--- config.mk ---
export PLATFORM = sky130hd
export DESIGN_NAME = hop_mod_adder
export DESIGN_NICKNAME = d
export VERILOG_FILES = /design/src/rtl/hop_mod_pkg.sv /design/src/rtl/hop_sum_tree.sv /design/src/rtl/hop_reduce_step.sv /design/src/rtl/hop_mod_ctrl.sv /design/src/rtl/hop_mod_adder.sv
export SDC_FILE = /design/constraint.sdc
export NUM_CORES = 1
export LEC_CHECK = 0
export BUFFER_PORTS_ARGS = -buffer_cell sky130_fd_sc_hd__buf_2
export CAP_MARGIN = 5
export CORE_MARGIN = 8
export CORE_UTILIZATION = 40
export DETAILED_ROUTE_END_ITERATION = 10
export PLACE_DENSITY = 0.65
export SLEW_MARGIN = 10
export SYNTH_ARGS = -nofsm -noshare
export SYNTH_HDL_FRONTEND = slang
export SYNTH_HIERARCHICAL = 1
export SYNTH_SLANG_ARGS = --single-unit
--- constraint.sdc ---
create_clock -name clk -period 9.1 [get_ports clk]
set_input_delay 1.82 -clock clk [delete_from_list [all_inputs] [get_ports clk]]
set_output_delay 1.82 -clock clk [all_outputs]
set_load 0.02 [all_outputs]
--- src/rtl/hop_mod_pkg.sv ---
package hop_mod_pkg;

   typedef enum logic {
      RED_CHAN = 1'b0,
      RED_POW2 = 1'b1
   } red_mode_e;

   function automatic bit is_pow2(input int unsigned v);
      return (v != 0) && ((v & (v - 1)) == 0);
   endfunction

   function automatic int unsigned sum_width(input int unsigned opw, input int unsigned nops);
      return opw + $clog2(nops);
   endfunction

endpackage

--- src/rtl/hop_sum_tree.sv ---
module hop_sum_tree #(
   parameter int unsigned OPW  = 7,
   parameter int unsigned NOPS = 4,
   parameter int unsigned SUMW = 9
) (
   input  logic [NOPS-1:0][OPW-1:0] ops,
   output logic [SUMW-1:0]          sum
);

   logic [NOPS-1:0][SUMW-1:0] partial;

   generate
      for (genvar i = 0; i < NOPS; i++) begin : g_chain
         if (i == 0) begin : g_first
            assign partial[i] = SUMW'(ops[i]);
         end else begin : g_next
            assign partial[i] = partial[i-1] + SUMW'(ops[i]);
         end
      end
   endgenerate

   assign sum = partial[NOPS-1];

endmodule

--- src/rtl/hop_reduce_step.sv ---
module hop_reduce_step #(
   parameter int unsigned SUMW    = 9,
   parameter int unsigned MODULUS = 79
) (
   input  logic [SUMW-1:0] val,
   output logic            below,
   output logic [SUMW-1:0] next
);
   import hop_mod_pkg::*;

   localparam logic [SUMW-1:0] MOD_W = SUMW'(MODULUS);

   generate
      if (is_pow2(MODULUS)) begin : g_pow2
         localparam int unsigned LB = $clog2(MODULUS);
         if (LB >= SUMW) begin : g_wide
            assign below = 1'b1;
         end else begin : g_narrow
            assign below = (val[SUMW-1:LB] == '0);
         end
      end else begin : g_cmp
         assign below = (val < MOD_W);
      end
   endgenerate

   assign next = val - MOD_W;

endmodule

--- src/rtl/hop_mod_ctrl.sv ---
module hop_mod_ctrl #(
   parameter int unsigned SUMW = 9,
   parameter int unsigned RESW = 7
) (
   input  logic            clk,
   input  logic            rst,
   input  logic            start,
   input  logic            pow2_sel,
   input  logic [SUMW-1:0] sum,
   input  logic [RESW-1:0] pow2_res,
   input  logic            below,
   input  logic [SUMW-1:0] next,
   output logic [SUMW-1:0] acc_q,
   output logic            busy_q,
   output logic            done_q,
   output logic [RESW-1:0] res_q
);

   always_ff @(posedge clk) begin
      if (rst) begin
         acc_q  <= '0;
         busy_q <= 1'b0;
         done_q <= 1'b0;
         res_q  <= '0;
      end else begin
         done_q <= 1'b0;
         if (!busy_q) begin
            if (start) begin
               if (pow2_sel) begin
                  res_q  <= pow2_res;
                  done_q <= 1'b1;
               end else begin
                  acc_q  <= sum;
                  busy_q <= 1'b1;
               end
            end
         end else if (below) begin
            res_q  <= acc_q[RESW-1:0];
            done_q <= 1'b1;
            busy_q <= 1'b0;
         end else begin
            acc_q <= next;
         end
      end
   end

endmodule

--- src/rtl/hop_mod_adder.sv ---
module hop_mod_adder #(
   parameter int unsigned OPW       = 7,
   parameter int unsigned MODULUS   = 79,
   parameter int unsigned POW2_BITS = 5
) (
   input  logic                         clk,
   input  logic                         rst,
   input  logic                         start,
   input  logic                         mode,
   input  logic [OPW-1:0]               op_a,
   input  logic [OPW-1:0]               op_b,
   input  logic [OPW-1:0]               op_c,
   input  logic [OPW-1:0]               op_d,
   output logic                         busy,
   output logic                         done,
   output logic [$clog2(MODULUS)-1:0]   result
);
   import hop_mod_pkg::*;

   localparam int unsigned NOPS = 4;
   localparam int unsigned SUMW = sum_width(OPW, NOPS);
   localparam int unsigned RESW = $clog2(MODULUS);

   generate
      if (OPW < 1) begin : g_bad_opw
         $error("OPW must be at least 1");
      end
      if (MODULUS < 2) begin : g_bad_mod
         $error("MODULUS must be at least 2");
      end
      if (POW2_BITS < 1 || POW2_BITS > RESW || POW2_BITS > SUMW) begin : g_bad_p2
         $error("POW2_BITS must lie in 1..min(RESW,SUMW)");
      end
   endgenerate

   logic [NOPS-1:0][OPW-1:0] ops;
   logic [SUMW-1:0]          sum;
   logic [SUMW-1:0]          acc_q;
   logic [SUMW-1:0]          next;
   logic                     below;
   logic [RESW-1:0]          pow2_res;
   red_mode_e                mode_e;

   assign ops    = {op_d, op_c, op_b, op_a};
   assign mode_e = red_mode_e'(mode);

   generate
      if (POW2_BITS == RESW) begin : g_p2_full
         assign pow2_res = sum[RESW-1:0];
      end else begin : g_p2_pad
         assign pow2_res = {{(RESW-POW2_BITS){1'b0}}, sum[POW2_BITS-1:0]};
      end
   endgenerate

   hop_sum_tree #(.OPW(OPW), .NOPS(NOPS), .SUMW(SUMW)) u_sum (
      .ops (ops),
      .sum (sum)
   );

   hop_reduce_step #(.SUMW(SUMW), .MODULUS(MODULUS)) u_step (
      .val   (acc_q),
      .below (below),
      .next  (next)
   );

   hop_mod_ctrl #(.SUMW(SUMW), .RESW(RESW)) u_ctrl (
      .clk      (clk),
      .rst      (rst),
      .start    (start),
      .pow2_sel (mode_e == RED_POW2),
      .sum      (sum),
      .pow2_res (pow2_res),
      .below    (below),
      .next     (next),
      .acc_q    (acc_q),
      .busy_q   (busy),
      .done_q   (done),
      .res_q    (result)
   );

endmodule

After elaboration in Yosys (flattened, before gate mapping):

Cells that the tools add are included.

* bits in registers: 18
* input port bits: 32
* output and inout port bits: 9
* logic and storage cells: 32

* $add $sub $neg: 4
* magnitude comparators: 1
* equal/unequal tests: 3
* mux-type cells: 16
* reductions and logical operators: 4

Operators with widths (number)
* 2-to-1 mux 9 bit: 4
* 2-to-1 mux 7 bit: 4
* adder 9 x 7 -> 9 bit: 2
* less-than comparator 9 x 7 -> 1 bit (second input constant): 1
* subtractor 9 x 7 -> 9 bit (second input constant): 1
* adder 7 x 7 -> 8 bit: 1
* 2-to-1 mux 1 bit: 8
* AND reduction 3 bit: 2
* != test 2 bit (second input constant): 2
* nonzero test 2 bit: 2
* != test 2 x 1 -> 1 bit (second input constant): 1

Depth between registers and ports, before layout:

* depth after elaboration: 6
* gate-level depth with buffers: 13
* depth with buffers taken out: 13

By module:

The synthesis kept the hierarchy.

Modules (own cells, without submodules)
* hop_mod_ctrl: instances 1, cells an instance 83, area each 772.0 um^2, sequential area each 360.3 um^2
* hop_sum_tree: instances 1, cells an instance 85, area each 686.9 um^2, sequential area each 0.0 um^2
* hop_reduce_step: instances 1, cells an instance 16, area each 130.1 um^2, sequential area each 0.0 um^2
* hop_mod_adder: instances 1, cells an instance 1, area each 3.8 um^2, sequential area each 0.0 um^2

Least setup slack after synthesis:

Ideal clock, no wire load.

* path type: input -> register
* start point: input port op_a[1]
* end point: register u_ctrl.acc_q[7]
* setup time: 123 ps
* data arrival time: 4246 ps
* data required time: 8977 ps
* slack: 4732 ps
* cell stages on the path: 13
* buffers on the path: 0
* cells stage by stage: inv_1 > fa_1 > inv_1 > fa_1 > ha_1 > inv_1 > fa_1 > nor2b_1 > o31a_1 > mux2i_1 > nand2_1 > a22oi_1 > a21oi_1

* longest elaborated chain between the ends: 6

RTL lines
* from (decl): RTL line hop_mod_adder.sv:10 `input logic [OPW-1:0] op_a,`
* adder 7 x 7 -> 8 bit: RTL line hop_sum_tree.sv:17 `assign partial[i] = partial[i-1] + SUMW'(ops[i]);`
* adder 9 x 7 -> 9 bit (2 in a row): RTL line hop_sum_tree.sv:17
* via sum[7]: RTL line hop_mod_adder.sv:37 `logic [SUMW-1:0] sum;`
* 2-to-1 mux 9 bit: RTL line hop_mod_ctrl.sv:29 `if (pow2_sel) begin`
* 2-to-1 mux 9 bit: RTL line hop_mod_ctrl.sv:28 `if (start) begin`
* 2-to-1 mux 9 bit: RTL line hop_mod_ctrl.sv:27 `if (!busy_q) begin`
* to (signal assigned): RTL line hop_mod_ctrl.sv:33 `acc_q <= sum;`
* to (signal assigned): RTL line hop_mod_ctrl.sv:42 `acc_q <= next;`
* to (decl): RTL line hop_mod_ctrl.sv:13 `output logic [SUMW-1:0] acc_q,`

The timed path passes the listed nets, and every way through them passes these cells. The select of a mux whose other input is x is not followed.
A chain may end at the register's enable or synchronous reset.

Worst setup path in the final report:

Ends and elaborated chain as after synthesis.

==> flow_metrics.py <==
metrics = {
    "logic_synthesis": {
        "synth_cells": 185,
        "syn-mean-instance-area_um2": 8.61,
        "synth.distinct_cells": 35,
        "post-synth-top-area-fraction_pct": 22.6,
        "yosysSeqAreaShare_pct": 22.6,
        "yosys-top-cells-area": "dfxtp_1 23%, fa_1 18%, inv_1 9.4%",
        "synth_area_leader_cell": "dfxtp_1",
        "syn_area_um2": 1590,
        "synth-seq-cells": 18,
        "yosysWarnings": 6,
    },
    "global_routing": {
        "grt_first_pass_wirelength_um": 6090,
        "grt_overflow": 0,
        "grt_pass1_vias": 1477,
        "antenna_found_initial": 0,
        "grt_max_degree": 19,
        "grt_usage_pct": 11.6,
    },
    "finish": {
        "drive_gt1_share_pct": 22.9,
        "diodes": 0,
        "regArea_um2": 360,
        "fin_nets": 279,
        "fillers": 405,
        "multiInputGateArea_um2": 1050,
        "area_growth_pct": 17.8,
    },
    "sta": {
        "setup_ws_ns": 4.79,
        "fmax_mhz": 232,
        "drv_slew": 0,
        "fin_crit_sh_pct": 47.4,
        "fin_crit_ns": 4.31,
        "setup_viol": 0,
        "slew_headroom_pct": 54.6,
        "rsz0062_at_grt": "false",
        "fin_skew_ns": 0.00444,
        "worstMarginPinSlew_ns": 0.680,
        "hold_viol_final": 0,
        "setup_tns_ns": 0,
    },
    "floorplanning": {
        "die_w_um": 79.1,
        "initial_core_util_pct": 40.7,
        "row_count": 23,
        "boundaryPins": 41,
        "coreArea_um2": 3910,
        "die_height_um": 79.1,
        "die_area_um2": 6260,
    },
    "min_path": {
        "hold_depth": 2,
        "hold_path.class": "flop to flop",
    },
    "clock_network": {
        "cts-resized-gates": 0,
        "clockBufferDepth": 2,
        "numClockSinks": 18,
        "tritoncts": "done",
        "post-cts-setup-buffers": 0,
        "cts-root-buf": "clkbuf_8",
        "htreeDepth": 1,
        "clk_pin_slew_worst_paths_ns": 0.07,
        "clock_latency_ns": 0.25,
        "hold_buffers": 0,
        "cts_buffers": 3,
    },
    "routing": {
        "route.detailed.drc": 0,
        "totalWireLength_um": 3410,
        "vias": 1367,
        "drt-initial-drc-count": 110,
        "wire_per_inst_um": 12.5,
        "drtAntennaViolNets": 0,
        "firstDrtPassIters": 4,
        "vias_per_cell": 5.01,
    },
    "setup_path": {
        "crit_cells": 14,
        "start_kind": "input pin",
        "critPathCaptureType": "flop",
        "critPathMaxStageDelay_ns": 0.52,
        "critPathArrivalTime_ns": 4.44,
        "cp_slowest_cell": "fa_1",
        "crit_chain": "buf_2 -> inv_1 -> fa_1 -> inv_1 -> fa_1 -> ha_1 -> inv_1 -> fa_1 -> nor2b_1 -> o31a_1 -> mux2i_1 -> nand2_1 -> a22oi_1 -> a21oi_1",
        "worstRegToRegCells": 6,
        "critPathBufInv": 4,
        "worst-setup-path-type": "input pin to flop",
        "cpLargestDelayFamily": "adder cells",
        "cp_max_fo": 2,
        "required_ns": 9.23,
    },
    "placed_design": {
        "gp_congestion": 0.784,
        "pre_cts_ws_ns": 4.50,
        "dp_hpwl_um": 2660,
        "io_buffers": 40,
    },
    "outcome": {
        "status": "completed",
    },
    "power_and_ir_drop": {
        "vdd_drop_max_mv": 0.0547,
        "finalPower_uw": 319,
        "p_leak_nw": 0.906,
        "cellPowerDensity_nw_per_um2": 170,
    },
    "job": {
        "cap_violations": 0,
    },
}
report_power, final:
group | switching (mW) | total (mW) | internal [mW]
logic | 0.0834 | 0.153 | 0.0697
registers | 0.0111 | 0.100 | 0.0891
clock network | 0.0274 | 0.0658 | 0.0384
path summary, 6_finish.rpt:
check / startpoint / endpoint / slack (ns)
hold reg to reg: u_ctrl/res_q[4] / u_ctrl/res_q[4] / 0.49
setup reg to reg: u_ctrl/acc_q[0] / u_ctrl/res_q[3] / 7.03
setup / recovery: op_a[1] / u_ctrl/acc_q[7] / 4.79
hold / removal: u_ctrl/res_q[4] / u_ctrl/res_q[4] / 0.49
state kept, by name, summed over array words and instances, names as in the netlist:
register,count
u_ctrl/acc_q,9
u_ctrl/busy_q,1
u_ctrl/done_q,1
u_ctrl/res_q,7
routing by layer:
layer | global-route usage, % | vias up | wire length, um
li1 | - | 690 | -
met4 | 4.26 | 0 | 27
met1 | 12.9 | 638 | 1530
met2 | 21.0 | 37 | 1660
met3 | 2.60 | 2 | 192
met5 | 0 | - | 0
worst reg2reg max path: stages (launching register included):
cell	delay [ns]
dfxtp_1	0.36
a41o_1	0.29
o21ai_1	0.20
nor3b_1	0.31
and2_1	0.48
a22oi_1	0.20
a21oi_1	0.16
cells in the final DEF (no fill, tap or decap), types with 5 or more instances in the layout:
cell type	instances
a21oi_1	19
a22oi_1	16
buf_2	40
dfxtp_1	18
fa_1	14
ha_1	9
inv_1	40
nand3_1	11
nand3b_1	8
nor2b_1	5
xnor2_1	5
xor2_1	5
synthesized netlist by cell type:
| library cell | n |
|---|---|
| nand3b_1 | 8 |
| nor3b_2 | 1 |
| inv_1 | 40 |
| xor2_1 | 5 |
| nor3b_1 | 1 |
| mux2i_1 | 1 |
| ha_1 | 9 |
| nor2b_1 | 5 |
| and3b_2 | 1 |
| xnor2_1 | 5 |
| dfxtp_1 | 18 |
| nand2_1 | 2 |
| a41o_1 | 1 |
| nor2_1 | 4 |
| clkbuf_2 | 2 |
| and2_1 | 1 |
| a311oi_2 | 1 |
| conb_1 | 1 |
| or3b_1 | 1 |
| a311o_2 | 1 |
| a21oi_2 | 3 |
| buf_1 | 1 |
| a22oi_1 | 16 |
| o31a_1 | 1 |
| buf_4 | 2 |
| o21ai_0 | 2 |
| or2b_1 | 1 |
| a21oi_1 | 19 |
| buf_2 | 2 |
| a221oi_1 | 1 |
| fa_1 | 14 |
| o21ai_1 | 1 |
| nand3_1 | 11 |
| o21a_1 | 1 |
| nor3_1 | 2 |
through the flow:
| step | hold slack (ns) | cell area [um2] | instances | utilization (%) |
|---|---|---|---|---|
| floorplan | 0.473 | 1600 | 186 | - |
| global placement | 0.472 | 1820 | 269 | 46.5 |
| detailed placement | 0.477 | 1820 | 269 | 46.5 |
| CTS | 0.490 | 1880 | 273 | 47.9 |
| global route | 0.527 | 1880 | 273 | 47.9 |
| finish | 0.487 | 1880 | 273 | 47.9 |
area by class of cell:
type / count / share of cell area, %
Multi-Input combinational cell: 121 / 55.8
Timing Repair Buffer: 40 / 10.7
Tap cell: 50 / 3.34
Sequential cell: 18 / 19.2
Clock buffer: 4 / 2.94
Inverter: 40 / 8.01
cell families after synthesis:
group	synth area share, %
fa+ha+maj	24.7
compound gates	20.0
mux	0.628
other cells	0.235
simple gates	14.5
flops	22.6
xor+xnor	5.50
buf+inv	11.9
(Power assumes the default switching activity.)
